File: config.mk
export PLATFORM = sky130hd
export DESIGN_NAME = baud_div_gen
export DESIGN_NICKNAME = d
export VERILOG_FILES = /design/src/rtl/baud_div_pkg.sv /design/src/rtl/baud_cfg_track.sv /design/src/rtl/baud_prescale.sv /design/src/rtl/baud_tick_count.sv /design/src/rtl/baud_div_gen.sv
export SDC_FILE = /design/constraint.sdc
export NUM_CORES = 1
export LEC_CHECK = 0
export ABC_AREA = 1
export BUFFER_PORTS_ARGS = -buffer_cell sky130_fd_sc_hd__buf_2
export CAP_MARGIN = 20
export CORE_MARGIN = 4
export CORE_UTILIZATION = 35
export CTS_CLUSTER_SIZE = 24
export DETAILED_ROUTE_END_ITERATION = 12
export GPL_TIMING_DRIVEN = 0
export PLACE_DENSITY_LB_ADDON = 0.12
export SLEW_MARGIN = 30
export SYNTH_ARGS = -nofsm -noshare
export SYNTH_HDL_FRONTEND = slang
export SYNTH_SLANG_ARGS = --single-unit
File: constraint.sdc
create_clock -name clk -period 1.8 [get_ports clk]
set_input_delay 0 -clock clk [delete_from_list [all_inputs] [get_ports clk]]
set_output_delay 0 -clock clk [all_outputs]
set_load 0.02 [all_outputs]
File: src/rtl/baud_div_pkg.sv
package baud_div_pkg;
  localparam int unsigned CFG_W     = 32;
  localparam int unsigned DIV_W     = 23;
  localparam int unsigned BIT_USE   = 23;
  localparam int unsigned BIT_XSEL  = 24;
  localparam int unsigned BIT_XHALF = 27;

  typedef struct packed {
    logic             use_div;
    logic             xtal_sel;
    logic             xtal_half;
    logic [DIV_W-1:0] divisor;
  } baud_cfg_t;

  function automatic baud_cfg_t decode_cfg(input logic [CFG_W-1:0] w);
    baud_cfg_t c;
    c.use_div   = w[BIT_USE];
    c.xtal_sel  = w[BIT_XSEL];
    c.xtal_half = w[BIT_XHALF];
    c.divisor   = w[DIV_W-1:0];
    return c;
  endfunction
endpackage

File: src/rtl/baud_cfg_track.sv
module baud_cfg_track #(
  parameter int unsigned CFG_W = 32
) (
  input  logic             clk,
  input  logic             rst,
  input  logic [CFG_W-1:0] cfg_in,
  output logic [CFG_W-1:0] cfg_q,
  output logic             reload
);
  // Any bit change against the held copy restarts the divider chain.
  assign reload = !rst && (cfg_in != cfg_q);

  always_ff @(posedge clk) begin
    if (rst) cfg_q <= '0;
    else     cfg_q <= cfg_in;
  end

  AST_HELD_COPY: assert property (@(posedge clk) disable iff (rst)
    reload |=> (cfg_q == $past(cfg_in)));
endmodule

File: src/rtl/baud_prescale.sv
module baud_prescale #(
  parameter int unsigned CNT_W = 2
) (
  input  logic             clk,
  input  logic             rst,
  input  logic             clr,
  input  logic             src_en,
  input  logic [CNT_W-1:0] last,
  output logic             pulse
);
  logic [CNT_W-1:0] cnt;

  always_ff @(posedge clk) begin
    if (rst || clr)   cnt <= '0;
    else if (src_en)  cnt <= (cnt == last) ? '0 : cnt + 1'b1;
  end

  assign pulse = src_en && !clr && (cnt == last);

  AST_PRESCALE_BOUND: assert property (@(posedge clk) disable iff (rst)
    cnt <= last);
  AST_PRESCALE_CLEAR: assert property (@(posedge clk) disable iff (rst)
    clr |=> (cnt == '0));
endmodule

File: src/rtl/baud_tick_count.sv
module baud_tick_count #(
  parameter int unsigned DIV_W = 23
) (
  input  logic             clk,
  input  logic             rst,
  input  logic             load,
  input  logic             hold,
  input  logic             step,
  input  logic [DIV_W-1:0] n_new,
  input  logic [DIV_W-1:0] n_cur,
  output logic             tick
);
  logic [DIV_W-1:0] cnt;

  always_ff @(posedge clk) begin
    if (rst) begin
      cnt  <= '0;
      tick <= 1'b0;
    end else if (load) begin
      cnt  <= n_new;
      tick <= 1'b0;
    end else if (hold) begin
      tick <= 1'b0;
    end else begin
      tick <= step && (cnt == '0);
      if (step) cnt <= (cnt == '0) ? n_cur : cnt - 1'b1;
    end
  end

  AST_COUNT_BOUND: assert property (@(posedge clk) disable iff (rst)
    cnt <= n_cur);
  AST_TICK_SINGLE: assert property (@(posedge clk) disable iff (rst)
    tick |=> !tick);
endmodule

File: src/rtl/baud_div_gen.sv
module baud_div_gen
  import baud_div_pkg::*;
#(
  parameter int unsigned PERIPH_DIV = 4,
  parameter int unsigned XTAL_SLOW  = 3,
  parameter int unsigned XTAL_FAST  = 2
) (
  input  logic             clk,
  input  logic             rst,
  input  logic [CFG_W-1:0] cfg_word,
  input  logic             xtal_en,
  output logic             tick_o
);
  localparam int unsigned NPATH = 2;
  localparam int unsigned MAXP  = (PERIPH_DIV > XTAL_SLOW) ?
                                  ((PERIPH_DIV > XTAL_FAST) ? PERIPH_DIV : XTAL_FAST) :
                                  ((XTAL_SLOW > XTAL_FAST) ? XTAL_SLOW : XTAL_FAST);
  localparam int unsigned PRE_W = (MAXP > 2) ? $clog2(MAXP) : 1;

  logic [CFG_W-1:0] cfg_q;
  logic             reload;
  baud_cfg_t        cur, nxt;
  logic [NPATH-1:0] pre_pulse;
  logic             step;

  baud_cfg_track #(.CFG_W(CFG_W)) u_track (
    .clk(clk), .rst(rst), .cfg_in(cfg_word), .cfg_q(cfg_q), .reload(reload)
  );

  assign cur = decode_cfg(cfg_q);
  assign nxt = decode_cfg(cfg_word);

  // Path 0: system clock / PERIPH_DIV. Path 1: crystal enables / 3 or 2.
  for (genvar p = 0; p < NPATH; p++) begin : g_path
    logic             src;
    logic [PRE_W-1:0] last;
    if (p == 0) begin : g_periph
      assign src  = 1'b1;
      assign last = PRE_W'(PERIPH_DIV - 1);
    end else begin : g_xtal
      assign src  = xtal_en;
      assign last = cur.xtal_half ? PRE_W'(XTAL_FAST - 1) : PRE_W'(XTAL_SLOW - 1);
    end
    baud_prescale #(.CNT_W(PRE_W)) u_pre (
      .clk(clk), .rst(rst), .clr(reload || !cur.use_div),
      .src_en(src), .last(last), .pulse(pre_pulse[p])
    );
  end

  assign step = cur.xtal_sel ? pre_pulse[1] : pre_pulse[0];

  baud_tick_count #(.DIV_W(DIV_W)) u_cnt (
    .clk(clk), .rst(rst), .load(reload), .hold(!cur.use_div), .step(step),
    .n_new(nxt.divisor), .n_cur(cur.divisor), .tick(tick_o)
  );

  AST_IDLE_NO_TICK: assert property (@(posedge clk) disable iff (rst)
    !cfg_word[BIT_USE] |=> !tick_o);
  AST_RELOAD_QUIET: assert property (@(posedge clk) disable iff (rst)
    reload |=> !tick_o);
  AST_RESET_QUIET: assert property (@(posedge clk)
    $past(rst) |-> !tick_o);
endmodule

==> results of run 1 <==
-- critical path, delay by kind of cell, from the launching register on --
kind            cells  cell delay (ps)
compound gates      2              180
buf+inv             2              220
flops               1              330
simple gates        9              810
-- per-layer routing --
layer | part of all wire [%] | global-route usage [%] | vias up | wire length, um
met4 | 1.3 | 4.70 | 0 | 146
met5 | 0 | 0 | - | 0
met3 | 5.0 | 4.26 | 11 | 566
met2 | 47 | 33.0 | 89 | 5420
li1 | - | - | 1987 | -
met1 | 46 | 24.3 | 1738 | 5290
-- path summary, 6_finish.rpt --
check                           endpoint                   start  slack (ps)  cells after the start
setup / recovery           u_cnt.cnt[20]       u_track.cfg_q[17]          90                     13
hold / removal         u_track.cfg_q[17]            cfg_word[17]         390                      3
setup reg to reg           u_cnt.cnt[20]       u_track.cfg_q[17]          90                     13
hold reg to reg   g_path[0].u_pre.cnt[0]  g_path[0].u_pre.cnt[0]         420                      1
-- power breakdown --
group	switching, mW	total [mW]	leakage (nW)	internal (mW)
sequential	0.0820	1.49	0.502	1.41
combinational	0.556	0.985	1.73	0.429
clock	0.554	1.44	0.122	0.888
total	1.19	3.92	2.35	2.72
-- cells by family after synthesis --
kind of cell / count (synthesis)
AO/OA/AOI/OAI: 55
XOR/XNOR: 34
adder cells (fa/ha/maj): 2
buffers and inverters: 89
flip-flops: 60
AND/OR/NAND/NOR: 340
-- flip-flops by register name, summed over array words and instances, names as in the netlist --
signal	count
u_cnt.cnt	23
u_track.cfg_q	32
u_cnt.tick	1
g_path.u_pre.cnt	4
-- cell usage after synthesis, types with 5 or more instances --
cell type,number
a21oi_1,11
a21oi_2,5
buf_6,6
clkbuf_1,7
dfxtp_1,60
inv_1,65
nand2_1,186
nand3_1,35
nand4_1,7
nor2_1,95
nor2_2,6
o211ai_1,17
o21ai_0,17
xnor2_1,31
-- final cells by class --
cell class                      instances  share of cell area [%]
Clock buffer                           12                    3.29
Inverter                               69                    5.29
Buffer                                 20                    3.62
Tap cell                              136                    3.39
Multi-Input combinational cell        431                    45.8
Timing Repair Buffer                   82                    12.7
Clock inverter                          4                    1.40
Sequential cell                        60                    24.5
-- timing repair --
item,in CTS,in global routing
cloned,0,2
hold buffers,34,0
endpoints found under the hold margin,35,0
setup buffers,3,10
endpoints found under the setup margin,28,28
gates resized for setup,13,74
pin swaps,4,16
==> metrics, run 1 <==
status=finished clean; RSZ-0062 raised after global routing=true; worst setup margin=89.8 ps; core area=10300 sq um; Worst Skew=12.1 ps; WP data required=2000 ps; global-route wire length before repair=18.8 mm; post-route setup TNS=0 ps; syn nets=617; post-synthesis compound-gate area fraction=9.55%; Post-DP Area=4070 sq um; WL/cell=14.0 um; Arr. time, crit path=1920 ps; Synth Area in Simple Gates=38.4%; Max-Cap Viols=0; Async SR Flop Fraction=0%; DP HPWL=8.11 mm; Hold Crit Class=primary input to flop; most frequent cells in the layout=nand2_1, nor2_1, inv_1, dfxtp_1; deepest clock path buffer count=2; Avg Cell Area, Syn=6.42 sq um; end-of-flow core utilization=48.6%; post-route ant nets=0; Tot Pwr=3.92 mW; Reg area=1230 sq um; Slew Viols, Final=0; CP Max Fanout=8; Yosys reg bits=60; H-tree depth=3; Cells after DPL=751; num rows=37; Slew @ Worst Pin=643 ps; cell taking the most area after synthesis=dfxtp_1; I/O pins=36; CTS Buf Count=9; DIE HEIGHT=111 um; Slowest-stage cell, CP=dfxtp_2; worst slack, placed=-298 ps; Synth Warn #=0; Max Freq=0.585 GHz; post-synthesis mux area share=0%; Final setup viols=0; share of cells above drive strength 1=24.0%; largest net degree at the start of global routing=11; EDFF count, synth=0; crit-path most repeated cell=nand2_2; CTS Root Cell=clkbuf_8; Reg clk slew, reported paths=70 ps; area grow syn2layout=34.7%; max-slew headroom at the worst pin=57.1%; DRT Wirelength=11.4 mm; XOR/XNOR share of the synthesized area=8.00%; # diodes=0; initial antenna violation count=0; total gr overflow=0; period utilization=95.0%; largest stage delay on the critical path=330 ps; Cell Pwr Density=781 nW/um^2; most common cell after layout, fill and taps aside=nand2_1; Post-synth top flop=dfxtp_1; endpoint class of the critical path=flop; die width=111 um; cell area after synthesis=3720 sq um; minimum clock period=1710 ps; area share of the largest cell type after synthesis=32.3%; number of global-route vias before repair=3792; DRC Markers=0; Mapped Cells=580; WS Path Type=flop to flop; IO Port Bufs=35; initial DRC count=216; Synth cell types=37; CP cell instances=inv_1, nand2_1, nand2_2, nand2_2, nor2_4, nand2_2, nor2_4, nand2_4, nand2_8, o21ai_4, buf_8, nand2_2, a21oi_2; Via density=4.70; GPL Wtd Cong=0.918; static leakage=2.35 nW; Clk Latency, worst-skew pair=350 ps; Total Nets Final=710; final hold slack=393 ps; final hold violation count=0; # fillers=1125; Die ar.=12300 sq um; clk sinks=60; total track usage=19.1%; Initial Utilization=36.1%; area of the multi-input gates=2300 sq um; largest family of logic cells by synthesized area=simple AND/OR/NAND/NOR gates; DR pass1 iterations=4; via count=3825; post-synthesis adder-cell area fraction=0.672%; CTS tree=done; cell area after layout=5010 sq um; crit path launch type=flop; final std cells w/o fill=814; Max VDD drop=0.413 mV; synth top area cells=dfxtp_1, nand2_1, nor2_1; register area share after synthesis=32.3%
Power figures use the tool's default switching activity.
==> inputs of run 2 (changes only) <==
REMOVE_ABC_BUFFERS = 1   (was default)
SLEW_MARGIN = 20   (was 30)
==> run 2 against run 1 <==
Compared with the run above:
- the flow now finishes with violations (setup timing)
- critical path depth down 1
- wire length up 2.8%
- worst setup slack got worse by 130 ps
- flip-flop and latch count unchanged
- combinational power decreased by 3.9%
- worst hold slack got worse by 310 ps
- first-iteration DRC count is 31% higher
- global-route usage shrank 0.16 points
- non-clock buffer count fell by 12
- clock power down 23%
- register-to-register slack worse by 130 ps
- count of clock-buffer cells in the layout increased by 1
- critical path type unchanged
- largest cell class unchanged
==> metrics, run 2 (synthesis gave the netlist of run 1 again) <==
CTS tree=done (unchanged); max-slew headroom at the worst pin=57.7% (was 57.1%); failing checks=setup timing; static leakage=2.28 nW (was 2.35 nW); Clk Latency, worst-skew pair=350 ps (about the same); initial DRC count=283 (was 216); CP Max Fanout=10 (was 8); worst setup margin=-35.5 ps (was 89.8 ps); Reg clk slew, reported paths=60 ps (was 70 ps); crit-path most repeated cell=nand2_1 (was nand2_2); max reg flops=32 (unchanged); largest stage delay on the critical path=450 ps (was 330 ps); WL/cell=14.5 um (was 14.0 um); via count=3864 (was 3825); total track usage=19.0% (was 19.1%); H-tree depth=3 (unchanged); routed metal-1 wirelength=5.45 mm (was 5.29 mm); highest metal used=met4 (unchanged); switch share=33.2% (was 30.4%); minimum clock period=1840 ps (was 1710 ps); CTS Buf Count=9 (unchanged); Hold Crit Class=primary input to flop (unchanged); Largest regs=u_track.cfg_q x32, u_cnt.cnt x23, g_path.u_pre.cnt x4 (unchanged); clock power share=31.3% (was 36.8%); area grow syn2layout=32.7% (was 34.7%); WL met2=5.38 mm (was 5.42 mm); Cell Int Power=2.37 mW (was 2.72 mW); Biggest register=u_track.cfg_q (unchanged); Total Nets Final=709 (was 710); core area=10300 sq um (unchanged); Max VDD drop=0.299 mV (was 0.413 mV); share of cells above drive strength 1=20.3% (was 24.0%); most frequent cells in the layout=nand2_1, nor2_1, inv_1, dfxtp_1, nand3_1 (was nand2_1, nor2_1, inv_1, dfxtp_1); post-route ant nets=0 (unchanged); initial antenna violation count=0 (unchanged); # diodes=0 (unchanged); combinational share of power=26.8% (was 25.1%); DIE HEIGHT=111 um (unchanged); most common cell after layout, fill and taps aside=nand2_1 (unchanged); Seq pwr share=41.9% (was 38.0%); WP data required=2090 ps (was 2000 ps); area of the multi-input gates=2410 sq um (was 2300 sq um); total gr overflow=0 (unchanged); die width=111 um (unchanged); Tot Pwr=3.54 mW (was 3.92 mW); status=finished, violations left (was finished clean); met3 WL=602 um (was 566 um); Reg area=1210 sq um (was 1230 sq um); GPL Wtd Cong=0.893 (was 0.918); cell area after layout=4940 sq um (was 5010 sq um); num rows=37 (unchanged); endpoint class of the critical path=flop (unchanged); Worst Skew=8.13 ps (was 12.1 ps); Arr. time, crit path=2120 ps (was 1920 ps); final hold violation count=0 (unchanged); Max-Cap Viols=0 (unchanged); Via density=4.76 (was 4.70); Initial Utilization=36.1% (unchanged); Slew @ Worst Pin=634 ps (was 643 ps); IO Port Bufs=35 (unchanged); Final setup viols=18 (was 0); number of global-route vias before repair=3701 (was 3792); I/O pins=36 (unchanged); largest net degree at the start of global routing=52 (was 11); RSZ-0062 raised after global routing=true (unchanged); clk sinks=60 (unchanged); deepest clock path buffer count=2 (unchanged); CTS Root Cell=clkbuf_8 (unchanged); DR pass1 iterations=5 (was 4); WS Path Type=flop to flop (unchanged); # fillers=1039 (was 1125); crit path launch type=flop (unchanged); period utilization=102% (was 95.0%); Max Freq=0.545 GHz (was 0.585 GHz); Post-DP Area=3930 sq um (was 4070 sq um); Die ar.=12300 sq um (unchanged); Slew Viols, Final=0 (unchanged); Cell Pwr Density=717 nW/um^2 (was 781 nW/um^2); Switching Power=1.17 mW (was 1.19 mW); DP HPWL=6.47 mm (was 8.11 mm); DRC Markers=0 (unchanged); Slowest-stage cell, CP=dfxtp_1 (was dfxtp_2); DRT Wirelength=11.7 mm (was 11.4 mm); CP cell instances=xnor2_1, nand2_1, nor2_1, nand2_1, nor2_4, nand2_8, buf_12, nand2_4, nand2_1, nand2_1, nor2_1, nor2_1 (was inv_1, nand2_1, nand2_2, nand2_2, nor2_4, nand2_2, nor2_4, nand2_4, nand2_8, o21ai_4, buf_8, nand2_2, a21oi_2); global-route wire length before repair=18.6 mm (was 18.8 mm)
[run 2: per-stage QoR]
step	worst slack (ps)	utilization, %	hold WS, ps	cells	setup TNS, ps
4_1_cts	-19.8	45.7	33.5	801	-70.2
3_3_place_gp	-1640	37.9	229	731	-43470
6_report	-35.5	47.8	82.8	812	-237
2_1_floorplan	-352	-	62.4	560	-6720
5_1_grt	-129	47.8	104	812	-2770
3_5_place_dp	-1670	38.0	234	731	-43860
[run 2: timing repair]
item	in CTS	in global routing
setup endpoints to repair	28	28
setup buffers	15	9
pin swaps	10	18
hold buffers	32	0
resized for setup	22	31
gates cloned	8	3
hold endpoints to repair	34	0
[run 2: worst paths after layout]
kind / slack, ps / depth (start not counted) / to / from
setup / recovery: -40 / 12 / u_cnt.cnt[1] / u_track.cfg_q[23]
hold / removal: 80 / 4 / g_path[1].u_pre.cnt[0] / xtal_en
setup reg to reg: -40 / 12 / u_cnt.cnt[1] / u_track.cfg_q[23]
hold reg to reg: 430 / 1 / g_path[0].u_pre.cnt[0] / g_path[0].u_pre.cnt[0]
[run 2: per-layer routing]
metal	vias to the layer above	GRT usage, %
met3	24	3.28
met2	108	30.6
met5	-	0
met4	0	7.95
met1	1736	25.1
li1	1996	-
[run 2: power groups by stage]
stage          clock, mW  sequential, mW  combinational [mW]
6_report            1.11            1.48               0.947
5_1_grt             1.19            1.49                1.06
4_1_cts             1.14            1.48               0.874
3_5_place_dp           0            1.50               0.764
3_3_place_gp           0            1.50               0.756
2_1_floorplan          0            1.49               0.561
[run 2: worst max-delay path, delay by kind of cell (launching register included)]
kind | cells | cell delay [ps]
buffers and inverters | 1 | 170
and+or+nand+nor | 10 | 990
xor gates and xnor gates | 1 | 150
DFF | 1 | 450
[run 2: cell type report]
type	count	area share, %
repair buffers	90	14.2
flip-flops and latches	60	24.5
clock inverters	2	0.203
well taps	136	3.45
inverters	69	5.57
multi-input cells	442	48.9
clock buffers	13	3.22
==> inputs of run 3 (changes only) <==
ABC_AREA = 0   (was 1)
==> run 3 against run 2 <==
Compared with the run above:
- the run still ends with setup timing left
- synthesized cell count is 42% lower
- total power is 13% lower
- area after synthesis is 21% lower
- final area is 7.2% lower
- clock skew is 0.69 ps lower
- fmax is 10% lower
- register-to-register slack worse by 210 ps
- first-iteration DRC count is 39% lower
- largest power group unchanged
==> metrics, run 3 <==
H-tree depth=3 (unchanged); Cells after DPL=458 (was 731); area grow syn2layout=56.1% (was 32.7%); Biggest register=u_track.cfg_q (unchanged); max reg flops=32 (unchanged); Reg clk slew, reported paths=70 ps (was 60 ps); Synth cell types=50 (was 37); Hold Path Sink=u_cnt.cnt[4] (was g_path[1].u_pre.cnt[0]); most common cell after layout, fill and taps aside=dfxtp_1 (was nand2_1); WS Path Type=flop to flop (unchanged); EDFF count, synth=0 (unchanged); Tot Pwr=3.10 mW (was 3.54 mW); Worst Skew=7.45 ps (was 8.13 ps); minimum clock period=2040 ps (was 1840 ps); clk sinks=60 (unchanged); most frequent cells in the layout=dfxtp_1, buf_2, dlygate4sd3_1, buf_4, nor2b_1 (was nand2_1, nor2_1, inv_1, dfxtp_1, nand3_1); period utilization=114% (was 102%); crit path launch type=flop (unchanged); Post-synth top cells=dfxtp_1, xnor2_1, nor2_1, nor2b_1, nor3_1 (was nand2_1, nor2_1, inv_1); die width=99.6 um (was 111 um); static leakage=1.71 nW (was 2.28 nW); Cell Pwr Density=676 nW/um^2 (was 717 nW/um^2); flop-to-flop setup slack=-240 ps (was -40 ps); Post-synth top flop=dfxtp_1 (unchanged); via count=2907 (was 3864); Hold Crit Class=primary input to flop (unchanged); core area=8180 sq um (was 10300 sq um); depth of the most critical reg-to-reg path=8 (was 12); initial antenna violation count=0 (unchanged); CTS Buf Count=9 (unchanged); final hold slack=21.6 ps (was 82.8 ps); final hold violation count=0 (unchanged); deepest clock path buffer count=2 (unchanged); worst setup margin=-243 ps (was -35.5 ps); CTS Root Cell=clkbuf_8 (unchanged); Async SR Flop Fraction=0% (unchanged); DRT Wirelength=9.39 mm (was 11.7 mm); Slew @ Worst Pin=1000 ps (was 634 ps); critical path startpoint=u_cnt.cnt[6] (was u_track.cfg_q[23]); DP HPWL=5.15 mm (was 6.47 mm); largest net degree at the start of global routing=49 (was 52); Mapped Cells=335 (was 580); DR pass1 iterations=4 (was 5); I/O pins=36 (unchanged); num rows=33 (was 37); Synth Warn #=0 (unchanged); Slew Viols, Final=0 (unchanged); area share of the largest cell type after synthesis=40.9% (was 32.3%); DIE HEIGHT=99.6 um (was 111 um); GPL Wtd Cong=0.784 (was 0.893); Total Nets Final=483 (was 709); Worst R2R Start=u_cnt.cnt[6] (was u_track.cfg_q[23]); final std cells w/o fill=555 (was 812); cell taking the most area after synthesis=dfxtp_1 (unchanged); DRC Markers=0 (unchanged); post-route ant nets=0 (unchanged); WP data required=2040 ps (was 2090 ps); total gr overflow=0 (unchanged); CP Max Fanout=6 (was 10); Initial Utilization=35.9% (was 36.1%); FF-to-FF End=u_cnt.cnt[17] (was u_cnt.cnt[1]); Avg Cell Area, Syn=8.77 sq um (was 6.42 sq um); Max VDD drop=0.400 mV (was 0.299 mV); Final setup viols=24 (was 18); # diodes=0 (unchanged); cell area after synthesis=2940 sq um (was 3720 sq um); max-slew headroom at the worst pin=33.1% (was 57.7%); Max Freq=0.489 GHz (was 0.545 GHz); HP Start=cfg_word[4] (was xtal_en); Post-DP Area=3180 sq um (was 3930 sq um); failing checks=setup timing (unchanged); RSZ-0062 raised after global routing=true (unchanged); Clk Latency, worst-skew pair=340 ps (was 350 ps); Arr. time, crit path=2280 ps (was 2120 ps); Via density=5.24 (was 4.76); synth top area cells=dfxtp_1, xnor2_1, nor2b_1 (was dfxtp_1, nand2_1, nor2_1); cell area after layout=4580 sq um (was 4940 sq um); register area share after synthesis=40.9% (was 32.3%); most common cell in the netlist=dfxtp_1 (was nand2_1); number of global-route vias before repair=2872 (was 3701); Largest regs=u_track.cfg_q x32, u_cnt.cnt x23, g_path.u_pre.cnt x4 (unchanged); status=finished, violations left (unchanged); Die ar.=9920 sq um (was 12300 sq um); Hold Path Stages=3 (was 4); global-route wire length before repair=14.8 mm (was 18.6 mm); Yosys reg bits=60 (unchanged); share of cells above drive strength 1=36.4% (was 20.3%); total track usage=19.2% (was 19.0%); endpoint class of the critical path=flop (unchanged); WL/cell=16.9 um (was 14.5 um); initial DRC count=174 (was 283); CTS tree=done (unchanged); Max-Cap Viols=0 (unchanged); IO Port Bufs=35 (unchanged)
-- run 3: worst max-delay path by stage --
| stage | slack (ps) | endpoint | cells after the start |
|---|---|---|---|
| 2_1_floorplan | -380 | u_cnt.cnt[4] | 6 |
| 3_3_place_gp | -1270 | u_cnt.cnt[15] | 6 |
| 3_5_place_dp | -880 | u_cnt.cnt[13] | 6 |
| 4_1_cts | -270 | u_cnt.cnt[14] | 5 |
| 5_1_grt | -320 | u_cnt.cnt[17] | 8 |
| 6_report | -240 | u_cnt.cnt[17] | 8 |
-- run 3: metrics by stage --
step	util, %	TNS (ps)	setup WS [ps]
after floorplan	-	-4710	-377
after global placement	38.8	-23140	-1270
after detailed placement	38.9	-17250	-882
after CTS	52.2	-2530	-266
after global routing	56.1	-6080	-316
final	56.1	-3370	-243
-- run 3: area by class of cell --
cell class / count / area, sq um
Clock inverter: 2 / 35.0
Clock buffer: 13 / 149
Fill cell: 736 / 3590
Tap cell: 105 / 131
Multi-Input combinational cell: 247 / 2050
Timing Repair Buffer: 114 / 942
Inverter: 14 / 52.6
Sequential cell: 60 / 1220
-- run 3: kinds of logic after synthesis --
logic type | count (synthesis) | share of synthesized area, %
muxes | 2 | 0.724
and+or+nand+nor | 134 | 25.0
buffers and inverters | 31 | 4.09
xor gates and xnor gates | 32 | 9.54
adders and majority gates | 2 | 0.852
DFF | 60 | 40.9
AOI/OAI and AO/OA | 74 | 18.9
-- run 3: report_power, final --
part	internal, mW	switching [mW]
clock network	0.669	0.520
registers	1.39	0.0701
logic	0.243	0.203
-- run 3: worst max-delay path, stage by stage, from the launching register on --
cell and delay, ps:
dfxtp_4 360, nor4_4 340, buf_4 180, nand4b_1 160
buf_6 190, or3_4 340, o22a_1 200, o22ai_2 80
o2bb2ai_1 70
-- run 3: what timing repair did --
action	CTS	global route
setup endpoints to repair	27	27
pin swaps	29	33
endpoints found under the hold margin	49	0
hold buffers	33	0
buffers inserted	27	18
resized for setup	73	36
cloned	3	1
-- run 3: per-layer routing --
layer / share of wire [%] / GRT usage (%)
met1: 45 / 24.3
met2: 47 / 30.7
met3: 5.8 / 4.35
met4: 1.9 / 9.14
met5: 0 / 0
